==> src/rtl/wlc_pkg.sv <==
package wlc_pkg;

    typedef enum logic [1:0] {
        LVL_LOW  = 2'd0,
        LVL_MED  = 2'd1,
        LVL_HIGH = 2'd2
    } cong_lvl_e;

    typedef enum logic [1:0] {
        ACT_HOLD  = 2'd0,
        ACT_RAISE = 2'd1,
        ACT_LOWER = 2'd2
    } limit_act_e;

endpackage

==> src/rtl/wlc_sat_ctr.sv <==
module wlc_sat_ctr #(
    parameter int W = 16
) (
    input  logic         clk,
    input  logic         rst_n,
    input  logic         ev,
    input  logic         clr,
    output logic [W-1:0] cnt_o
);
    logic [W-1:0] cnt_q, cnt_d, incl;

    always_comb begin
        incl  = (ev && (cnt_q != '1)) ? cnt_q + 1'b1 : cnt_q;
        cnt_d = clr ? '0 : incl;
    end

    always_ff @(posedge clk) begin
        if (!rst_n) cnt_q <= '0;
        else        cnt_q <= cnt_d;
    end

    assign cnt_o = incl;

    // the count stays at all-ones while not cleared
    a_r10_hold_at_max: assert property (@(posedge clk) disable iff (!rst_n)
        ((cnt_q == '1) && !clr) |=> (cnt_q == '1));

    // without a clear the count never decreases
    a_r10_no_wrap: assert property (@(posedge clk) disable iff (!rst_n)
        !clr |=> (cnt_q >= $past(cnt_q)));

endmodule

==> src/rtl/wlc_classify.sv <==
module wlc_classify
    import wlc_pkg::*;
#(
    parameter int W = 16
) (
    input  logic [W-1:0] val,
    input  logic [W-1:0] lo_th,
    input  logic [W-1:0] hi_th,
    output cong_lvl_e    lvl
);
    always_comb begin
        if (val >= hi_th)     lvl = LVL_HIGH;
        else if (val < lo_th) lvl = LVL_LOW;
        else                  lvl = LVL_MED;
    end

    // a high grade implies the value reached the high threshold
    always_comb begin
        a_r3_high_grade: assert ((lvl != LVL_HIGH) || (val >= hi_th));
    end

endmodule

==> src/rtl/warp_limit_ctrl.sv <==
module warp_limit_ctrl
    import wlc_pkg::*;
#(
    parameter int CNT_W   = 16,
    parameter int EPOCH_W = 16,
    parameter int WARP_W  = 6
) (
    input  logic               clk,
    input  logic               rst_n,
    input  logic               mode_bal,
    input  logic [EPOCH_W-1:0] epoch_len,
    input  logic               mc_stall,
    input  logic               net_stall,
    input  logic               issue_stall,
    input  logic [CNT_W-1:0]   mc_lo_th,
    input  logic [CNT_W-1:0]   mc_hi_th,
    input  logic [CNT_W-1:0]   net_lo_th,
    input  logic [CNT_W-1:0]   net_hi_th,
    input  logic [CNT_W-1:0]   k_th,
    input  logic [WARP_W-1:0]  max_warps,
    output logic [WARP_W-1:0]  warp_limit,
    output logic               limit_upd
);
    localparam int NUM_EV  = 3;
    localparam int NUM_MEM = 2;
    localparam int IDX_ISS = 2;

    typedef struct packed {
        logic [EPOCH_W-1:0] ep;
        logic [WARP_W-1:0]  lim;
        logic [CNT_W-1:0]   prev;
        logic               upd;
    } state_t;

    state_t st_q, st_d;

    logic [NUM_EV-1:0] ev_vec;
    logic [CNT_W-1:0]  cnt    [NUM_EV];
    logic [CNT_W-1:0]  lo_arr [NUM_MEM];
    logic [CNT_W-1:0]  hi_arr [NUM_MEM];
    cong_lvl_e         lvl    [NUM_MEM];

    logic [EPOCH_W-1:0] len_m1;
    logic               ep_end;
    logic [WARP_W-1:0]  max_eff;
    logic               any_high, both_low, ovr;
    logic [CNT_W:0]     grow_lim;
    limit_act_e         act;
    logic [WARP_W-1:0]  stepped, new_lim;

    assign ev_vec    = {issue_stall, net_stall, mc_stall};
    assign lo_arr[0] = mc_lo_th;
    assign hi_arr[0] = mc_hi_th;
    assign lo_arr[1] = net_lo_th;
    assign hi_arr[1] = net_hi_th;

    for (genvar g = 0; g < NUM_EV; g++) begin : g_ctr
        wlc_sat_ctr #(.W(CNT_W)) u_ctr (
            .clk   (clk),
            .rst_n (rst_n),
            .ev    (ev_vec[g]),
            .clr   (ep_end),
            .cnt_o (cnt[g])
        );
    end

    for (genvar g = 0; g < NUM_MEM; g++) begin : g_cls
        wlc_classify #(.W(CNT_W)) u_cls (
            .val   (cnt[g]),
            .lo_th (lo_arr[g]),
            .hi_th (hi_arr[g]),
            .lvl   (lvl[g])
        );
    end

    always_comb begin
        len_m1   = (epoch_len == '0) ? '0 : epoch_len - 1'b1;
        ep_end   = (st_q.ep >= len_m1);
        max_eff  = (max_warps == '0) ? WARP_W'(1) : max_warps;
        any_high = (lvl[0] == LVL_HIGH) || (lvl[1] == LVL_HIGH);
        both_low = (lvl[0] == LVL_LOW) && (lvl[1] == LVL_LOW);
        grow_lim = {1'b0, st_q.prev} + {1'b0, k_th};
        ovr      = mode_bal && ({1'b0, cnt[IDX_ISS]} > grow_lim);

        if (ovr)           act = ACT_RAISE;
        else if (any_high) act = ACT_LOWER;
        else if (both_low) act = ACT_RAISE;
        else               act = ACT_HOLD;

        unique case (act)
            ACT_RAISE: stepped = (st_q.lim < max_eff) ? st_q.lim + 1'b1 : max_eff;
            ACT_LOWER: stepped = (st_q.lim > WARP_W'(1)) ? st_q.lim - 1'b1 : WARP_W'(1);
            default:   stepped = st_q.lim;
        endcase

        if (stepped > max_eff)      new_lim = max_eff;
        else if (stepped == '0)     new_lim = WARP_W'(1);
        else                        new_lim = stepped;

        st_d     = st_q;
        st_d.upd = 1'b0;
        if (ep_end) begin
            st_d.ep   = '0;
            st_d.lim  = new_lim;
            st_d.prev = cnt[IDX_ISS];
            st_d.upd  = 1'b1;
        end else begin
            st_d.ep = st_q.ep + 1'b1;
        end
    end

    always_ff @(posedge clk) begin
        if (!rst_n) begin
            st_q.ep   <= '0;
            st_q.lim  <= (max_warps == '0) ? WARP_W'(1) : max_warps;
            st_q.prev <= '0;
            st_q.upd  <= 1'b0;
        end else begin
            st_q <= st_d;
        end
    end

    assign warp_limit = st_q.lim;
    assign limit_upd  = st_q.upd;

    // the limit never reaches zero once out of reset
    a_r7_nonzero: assert property (@(posedge clk) disable iff (!rst_n)
        warp_limit != '0);

    // outside an epoch end the limit does not move
    a_r2_hold_mid_epoch: assert property (@(posedge clk) disable iff (!rst_n)
        !ep_end |=> $stable(warp_limit));

    // a high grade without override never raises the limit
    a_r4_high_no_rise: assert property (@(posedge clk) disable iff (!rst_n)
        (ep_end && any_high && !ovr) |=> (warp_limit <= $past(st_q.lim)));

    // two low grades never lower a limit that was within range
    a_r5_low_no_fall: assert property (@(posedge clk) disable iff (!rst_n)
        (ep_end && both_low && (st_q.lim <= max_eff)) |=> (warp_limit >= $past(st_q.lim)));

    // the override raises by exactly one step when below the maximum
    a_r8_override_step: assert property (@(posedge clk) disable iff (!rst_n)
        (ep_end && ovr && (st_q.lim < max_eff)) |=>
        (warp_limit == WARP_W'($past(st_q.lim) + 1'b1)));

endmodule

==> config.mk <==
export PLATFORM = sky130hd
export DESIGN_NAME = warp_limit_ctrl
export DESIGN_NICKNAME = d
export VERILOG_FILES = /design/src/rtl/wlc_pkg.sv /design/src/rtl/wlc_sat_ctr.sv /design/src/rtl/wlc_classify.sv /design/src/rtl/warp_limit_ctrl.sv
export SDC_FILE = /design/constraint.sdc
export NUM_CORES = 1
export LEC_CHECK = 0
export BUFFER_PORTS_ARGS = -buffer_cell sky130_fd_sc_hd__buf_2
export CELL_PAD_IN_SITES_DETAIL_PLACEMENT = 1
export CELL_PAD_IN_SITES_GLOBAL_PLACEMENT = 1
export CORE_MARGIN = 1.5
export CORE_UTILIZATION = 44
export CTS_CLUSTER_DIAMETER = 120
export DETAILED_ROUTE_END_ITERATION = 6
export MAX_ROUTING_LAYER = met4
export PLACE_DENSITY = 0.81
export RECOVER_POWER = 50
export SLEW_MARGIN = 20
export SYNTH_ARGS = -nofsm -noshare
export SYNTH_HDL_FRONTEND = slang
export SYNTH_SLANG_ARGS = --single-unit
export TNS_END_PERCENT = 30
==> constraint.sdc <==
create_clock -name clk -period 8.3 [get_ports clk]
set_clock_uncertainty 0.05 [all_clocks]
set_input_delay 1.66 -clock clk [delete_from_list [all_inputs] [get_ports clk]]
set_output_delay 1.66 -clock clk [all_outputs]
set_load 0.05 [all_outputs]
; Word-level counts from Yosys, hierarchy flattened
; Index checks and enable logic that the tools add are counted.
[word_totals]
regBits = 87
in_bits = 108
output_inout_bits = 7
wordCells = 64
[op_classes]
n_addsub = 8
magnitude_cmp = 9
eq_ne = 8
muxes = 19
n_bitwise = 1
reduce_logical = 12
[ops]
columns = cell, n
row1 = $add A16 B1 Y16 const B, 4
row2 = $mux W16, 4
row3 = $ge A16 B16 Y1, 3
row4 = $ne A16 B16 Y1 const B, 3
row5 = $mux W23, 2
row6 = $lt A16 B16 Y1, 2
row7 = $mux W6, 5
row8 = $add A16 B16 Y17, 1
row9 = $gt A16 B17 Y1, 1
row10 = $logic_not A16 Y1, 1
row11 = $sub A16 B1 Y16 const B, 1
row12 = $logic_not A6 Y1, 2
row13 = $pmux W6 S2, 1
row14 = $mux W2, 4
row15 = $add A6 B1 Y6 const B, 1
row16 = $eq A2 B2 Y1 const B, 3
row17 = $gt A6 B1 Y1 const B, 1
row18 = $gt A6 B6 Y1, 1
row19 = $lt A6 B6 Y1, 1
row20 = $sub A6 B1 Y6 const B, 1
row21 = $logic_and A1 B1 Y1, 5
row22 = $logic_not A2 Y1, 2
row23 = $mux W1, 3
row24 = $eq A2 B1 Y1 const B, 1
row25 = other kinds (4), 4

; Depth between registers and ports, before layout
[logic_depth]
ltp_word = 18
ltp_mapped = 29
mapped_depth_nobuf = 29

; Cells and area by module
; A second synthesis with hierarchy kept.
[hier_totals]
cells_unflattened = 998
area_unflattened_um2 = 8239.2
[modules_own_cells]
columns = module, n_inst, cells_per_inst, area_each_um2, seq_area_each_um2
row1 = warp_limit_ctrl, 1, 480, 4042.6, 840.8
row2 = wlc_sat_ctr, 3, 104, 868.3, 320.3
row3 = wlc_classify, 2, 103, 795.8, 0.0

; Least setup slack after synthesis
; No wires, ideal clock.
[synth_timing]
path_kind = input port to flip-flop
start = in k_th[0]
end = reg st_q (netlist bit warp_limit[0]), data pin
setup_time_ns = 0.261
arrival_ns = 6.722
required_ns = 7.989
slack_ns = 1.267
path_stages = 28
path_buffers = 1
cell_sequence = ha_1 fa_1 a21oi_1 o21ai_0 a31o_2 a31oi_1 a21oi_1 xnor2_1 ha_1 nand4_1 nor2_1 a41oi_1 o21ai_0 nor3_1 a31oi_1 ha_1 clkbuf_1 nor2_1 mux2i_1 o21ai_0 a311oi_1 inv_1 ha_1 nand4_1 nor2_1 o31a_2 nor4bb_1 a221o_1
[synth_via]
elab_chain_cells = 11
elab_cells_between_ends = 13
classes_between = 1 x add/sub / 2 x order compare / 2 x eq/ne / 6 x mux / 2 x reduce/logical
[synth_rtl]
columns = item, line_no
row1 = "start, declared", warp_limit_ctrl.sv:19  ; input logic [CNT_W-1:0] k_th,
row2 = $add A16 B16 Y17 *, warp_limit_ctrl.sv:82  ; grow_lim = {1'b0, st_q.prev} + {1'b0, k_th};
row3 = $gt A16 B17 Y1 *, warp_limit_ctrl.sv:83  ; ovr = mode_bal && ({1'b0, cnt[IDX_ISS]} > grow_lim);
row4 = $logic_and A1 B1 Y1 *, warp_limit_ctrl.sv:83
row5 = $mux W2 *, warp_limit_ctrl.sv:85  ; if (ovr) act = ACT_RAISE;
row6 = $eq A2 B2 Y1 or $eq A2 B1 Y1 (tied branches), warp_limit_ctrl.sv:90  ; unique case (act)
row7 = $pmux W6 S2 *, warp_limit_ctrl.sv:90
row8 = branches (longest 2 deep; another with $gt A6 B6 Y1), -
row9 = $mux W6 *, warp_limit_ctrl.sv:96  ; if (stepped > max_eff) new_lim = max_eff;
row10 = $mux W23 *, warp_limit_ctrl.sv:102  ; if (ep_end) begin
row11 = $mux W23 *, warp_limit_ctrl.sv:113  ; if (!rst_n) begin
row12 = "end signal, assigned", warp_limit_ctrl.sv:119  ; st_q <= st_d;
row13 = "end, declared", warp_limit_ctrl.sv:35  ; state_t st_q, st_d;
; Every way passes the cells marked *. The select of a mux whose other input is x is not followed.
; A chain may end at the register's enable or synchronous reset.

; Worst setup path after layout
[layout_timing]
start = in k_th[0]
end = reg st_q (netlist bit warp_limit[1]), data pin
; Same word-level chain as after synthesis.

==> flow_summary_export.csv <==
group,metric,value,unit
power,cellPowerDensity,118,mW/mm²
timing,worstMarginPinSlew,1.50,ns
timing,setup_ws,0.580,ns
global_routing,grt_pass1_vias,7269,
yosys,synth-simple-area-share,23.8,%
global_routing,overflow,0,
yosys,muxShareOfSynthArea,2.46,%
yosys,ys_async_sr_fraction,0,%
final_layout,final_common_cell,"ha_1",
yosys,syn_avg_cell_area,8.26,µm²
final_layout,final_cell_area,0.00892,mm²
power,netSwitchingFraction,28.6,%
drt,ant_nets,0,
clock_tree,clockRootBuffer,"clkbuf_16",
yosys,postSynthRegisterBits,87,
power,p_clk_share,39.8,%
critical_path,worst_ep_arrival_time,7.77,ns
global_routing,grt_start_max_net_pins,71,
critical_path,reg2reg_setup_slack,1.40,ns
critical_path,worst-setup-path-type,"in -> reg",
drt,wl_per_cell,16.1,µm
drt,dr.pass1.iters,4,
final_layout,syn2layout_area_growth,13.8,%
min_path,hold_class,"reg -> reg",
place,dpl_cell_area,0.00862,mm²
yosys,synth_cell_type_count,76,
timing,rsz0062_at_grt,"false",
timing,max-slew-margin-rel,-0.143,%
timing,fmax,130,MHz
critical_path,timing.rr.start,"g_ctr[0].u_ctr.cnt_q[4]",
final_layout,fill_cells,2175,
min_path,hold_depth,1,
yosys,synth_area,0.00784,mm²
drt,drc,0,
final_layout,drive_above_1_share,14.3,%
critical_path,cp_slowest_stage_delay,0.57,ns
yosys,synth_edf_count,6,
critical_path,cpMaxStageDelayCell,"ha_1",
final_layout,fin_nets,1300,
power,seqPwrFrac,41.7,%
yosys,synth_top_family_by_area,"simple AND/OR/NAND/NOR gates",
critical_path,crit_fanout,15,
clock_tree,clk_pin_slew_worst_paths,0.07,ns
place,dpl_worst_slack,0.237,ns
critical_path,path_common_cell,"ha_1",
timing,period_share,93.0,%
run_status,violations,"capacitance limit, slew limit",
floorplan,initial_core_util,45.1,%
clock_tree,clk_latency,0.35,ns
yosys,synth_xor_area_share,9.28,%
drt,via_per_inst,5.47,
clock_tree,cts_buffer_depth,2,
critical_path,reg2regPathDepth,27,
critical_path,required,8.35,ns
critical_path,r2r_end,"warp_limit[1]",
yosys,synth-seq-area-share,23.0,%
power,leakage,4.55,nW
timing,maxSlewViolCount,36,
yosys,ys_warn_count,0,
floorplan,die_y,136,µm
clock_tree,cts_max_level,3,
floorplan,coreArea,0.0174,mm²
place,routabilityCongestion,0.849,
clock_tree,cts_buffers,9,
min_path,hold_end,"st_q[23]",
place,hpwl,16600,µm
critical_path,critPathLaunchType,"input port",
min_path,worstHoldStart,"st_q[23]",
clock_tree,cts_tree,"yes",
power,internal_power,0.755,mW
power,total_power,1.06,mW
run,maxCapViolations,1,
power,ir_worst_vdd,0.0998,mV
yosys,synth_compound_area_share,14.5,%
floorplan,rows,48,
clock_tree,clock-sinks,87,
drt,vias,7074,
global_routing,track_usage,24.0,%
drt,drt_iter0_markers,272,
yosys,yosys.area_share.adder,21.2,%
floorplan,die-area,0.0186,mm²
place,io_buffers,114,
timing,setup_viol,0,
yosys,synth_nets,1189,
power,p_sw,0.302,mW
floorplan,die_x,136,µm
timing,hold_viol,0,
global_routing,grt_pass1_wl,34500,µm
timing,finalSetupTns,0,ns
drt,totalWireLength,20800,µm
global_routing,antenna_found_initial,3,
critical_path,worstSetupEndpointType,"register",
run_status,status,"finished, violations left",
critical_path,cp-startpoint,"k_th[0]",
floorplan,io-pin-count,115,
final_layout,final_cell_mix,"ha_1 (131), buf_2 (106), inv_1 (91)",
yosys,synthFlopType,"dfxtp_1",
power,p_comb_share,18.5,%
yosys,syn_inst,949,
timing,min_period,7.72,ns
## layer usage
layer	global-route usage, %	vias to the layer above	part of all wire (%)
met5	-	-	0
met4	8.22	0	1.9
met3	2.91	26	2.4
met2	42.1	95	50
met1	28.3	3381	46
li1	-	3572	-
## state kept, by name, summed over array words and instances, names as in the netlist
register / count
g_ctr.u_ctr.cnt_q: 48
warp_limit: 6
limit_upd: 1
st_q: 32
## cells in the mapped netlist, types with 17 or more instances
library cell	number	area [µm²]
dfxtp_1	81	1620
ha_1	131	1640
nand2_1	55	206
nand4_1	34	213
nand3_1	30	150
xnor2_1	37	324
nor2b_1	54	338
inv_1	91	342
a21o_1	27	203
nor2_1	85	319
nor3_1	22	110
a21oi_1	43	215
xor2_1	46	403
mux2i_1	17	170
o21ai_0	25	125
## cells by family (layout without fill, tap and decap cells)
family                     count (synthesis)  count (layout)
muxes                                     19              19
adders and majority gates                132             132
other                                      0               3
xor gates and xnor gates                  83              83
and+or+nand+nor                          352             352
AOI/OAI and AO/OA                        163             163
DFF                                       87              87
buffers and inverters                    113             229
## power groups by stage
stage | Combinational, mW | Clock, mW | Sequential (mW)
after floorplan | 0.131 | 0 | 0.445
final | 0.196 | 0.421 | 0.441
after global routing | 0.222 | 0.447 | 0.442
after detailed placement | 0.195 | 0 | 0.450
after CTS | 0.198 | 0.433 | 0.441
after global placement | 0.188 | 0 | 0.450
## worst max-delay path by stage
| stage | cells after the start | slack, ns | end |
|---|---|---|---|
| 3_3_place_gp | 28 | 0.46 | warp_limit[0] |
| 4_1_cts | 28 | 0.54 | warp_limit[1] |
| 2_1_floorplan | 28 | 1.27 | warp_limit[0] |
| 5_1_grt | 28 | 0.08 | warp_limit[0] |
| 6_report | 28 | 0.58 | warp_limit[1] |
| 3_5_place_dp | 28 | 0.24 | warp_limit[1] |
## final cells by class
cell class	count	area, µm²	share of cell area (%)
clock buffer	11	243	2.72
multi-input combinational	749	5580	62.6
clock inverter	5	56.3	0.631
tap	225	282	3.16
antenna	3	7.51	0.0842
timing repair buffer	120	599	6.72
inverter	93	349	3.91
sequential	87	1800	20.2
## metrics by stage
stage / cells / hold slack, ns / utilization [%]
final: 1293 / 0.431 / 51.4
after global routing: 1293 / 0.462 / 51.4
after CTS: 1290 / 0.434 / 51.4
after detailed placement: 1274 / 0.418 / 49.7
after global placement: 1274 / 0.413 / 49.7
after floorplan: 949 / 0.387 / -
## what timing repair did
item / 4_1_cts / 5_1_grt
gates resized for setup: 0 / 1
hold buffers: 0 / 0
setup buffers: 0 / 0
endpoints found under the setup margin: 0 / 6
## worst max-delay path, delay by kind of cell
family,cells,cell delay [ns]
fa+ha+maj,5,1.88
xor+xnor,1,0.22
buf+inv,1,0.11
compound gates,14,2.81
simple gates,7,1.10
No activity file was read; power rests on OpenSTA's default activity.
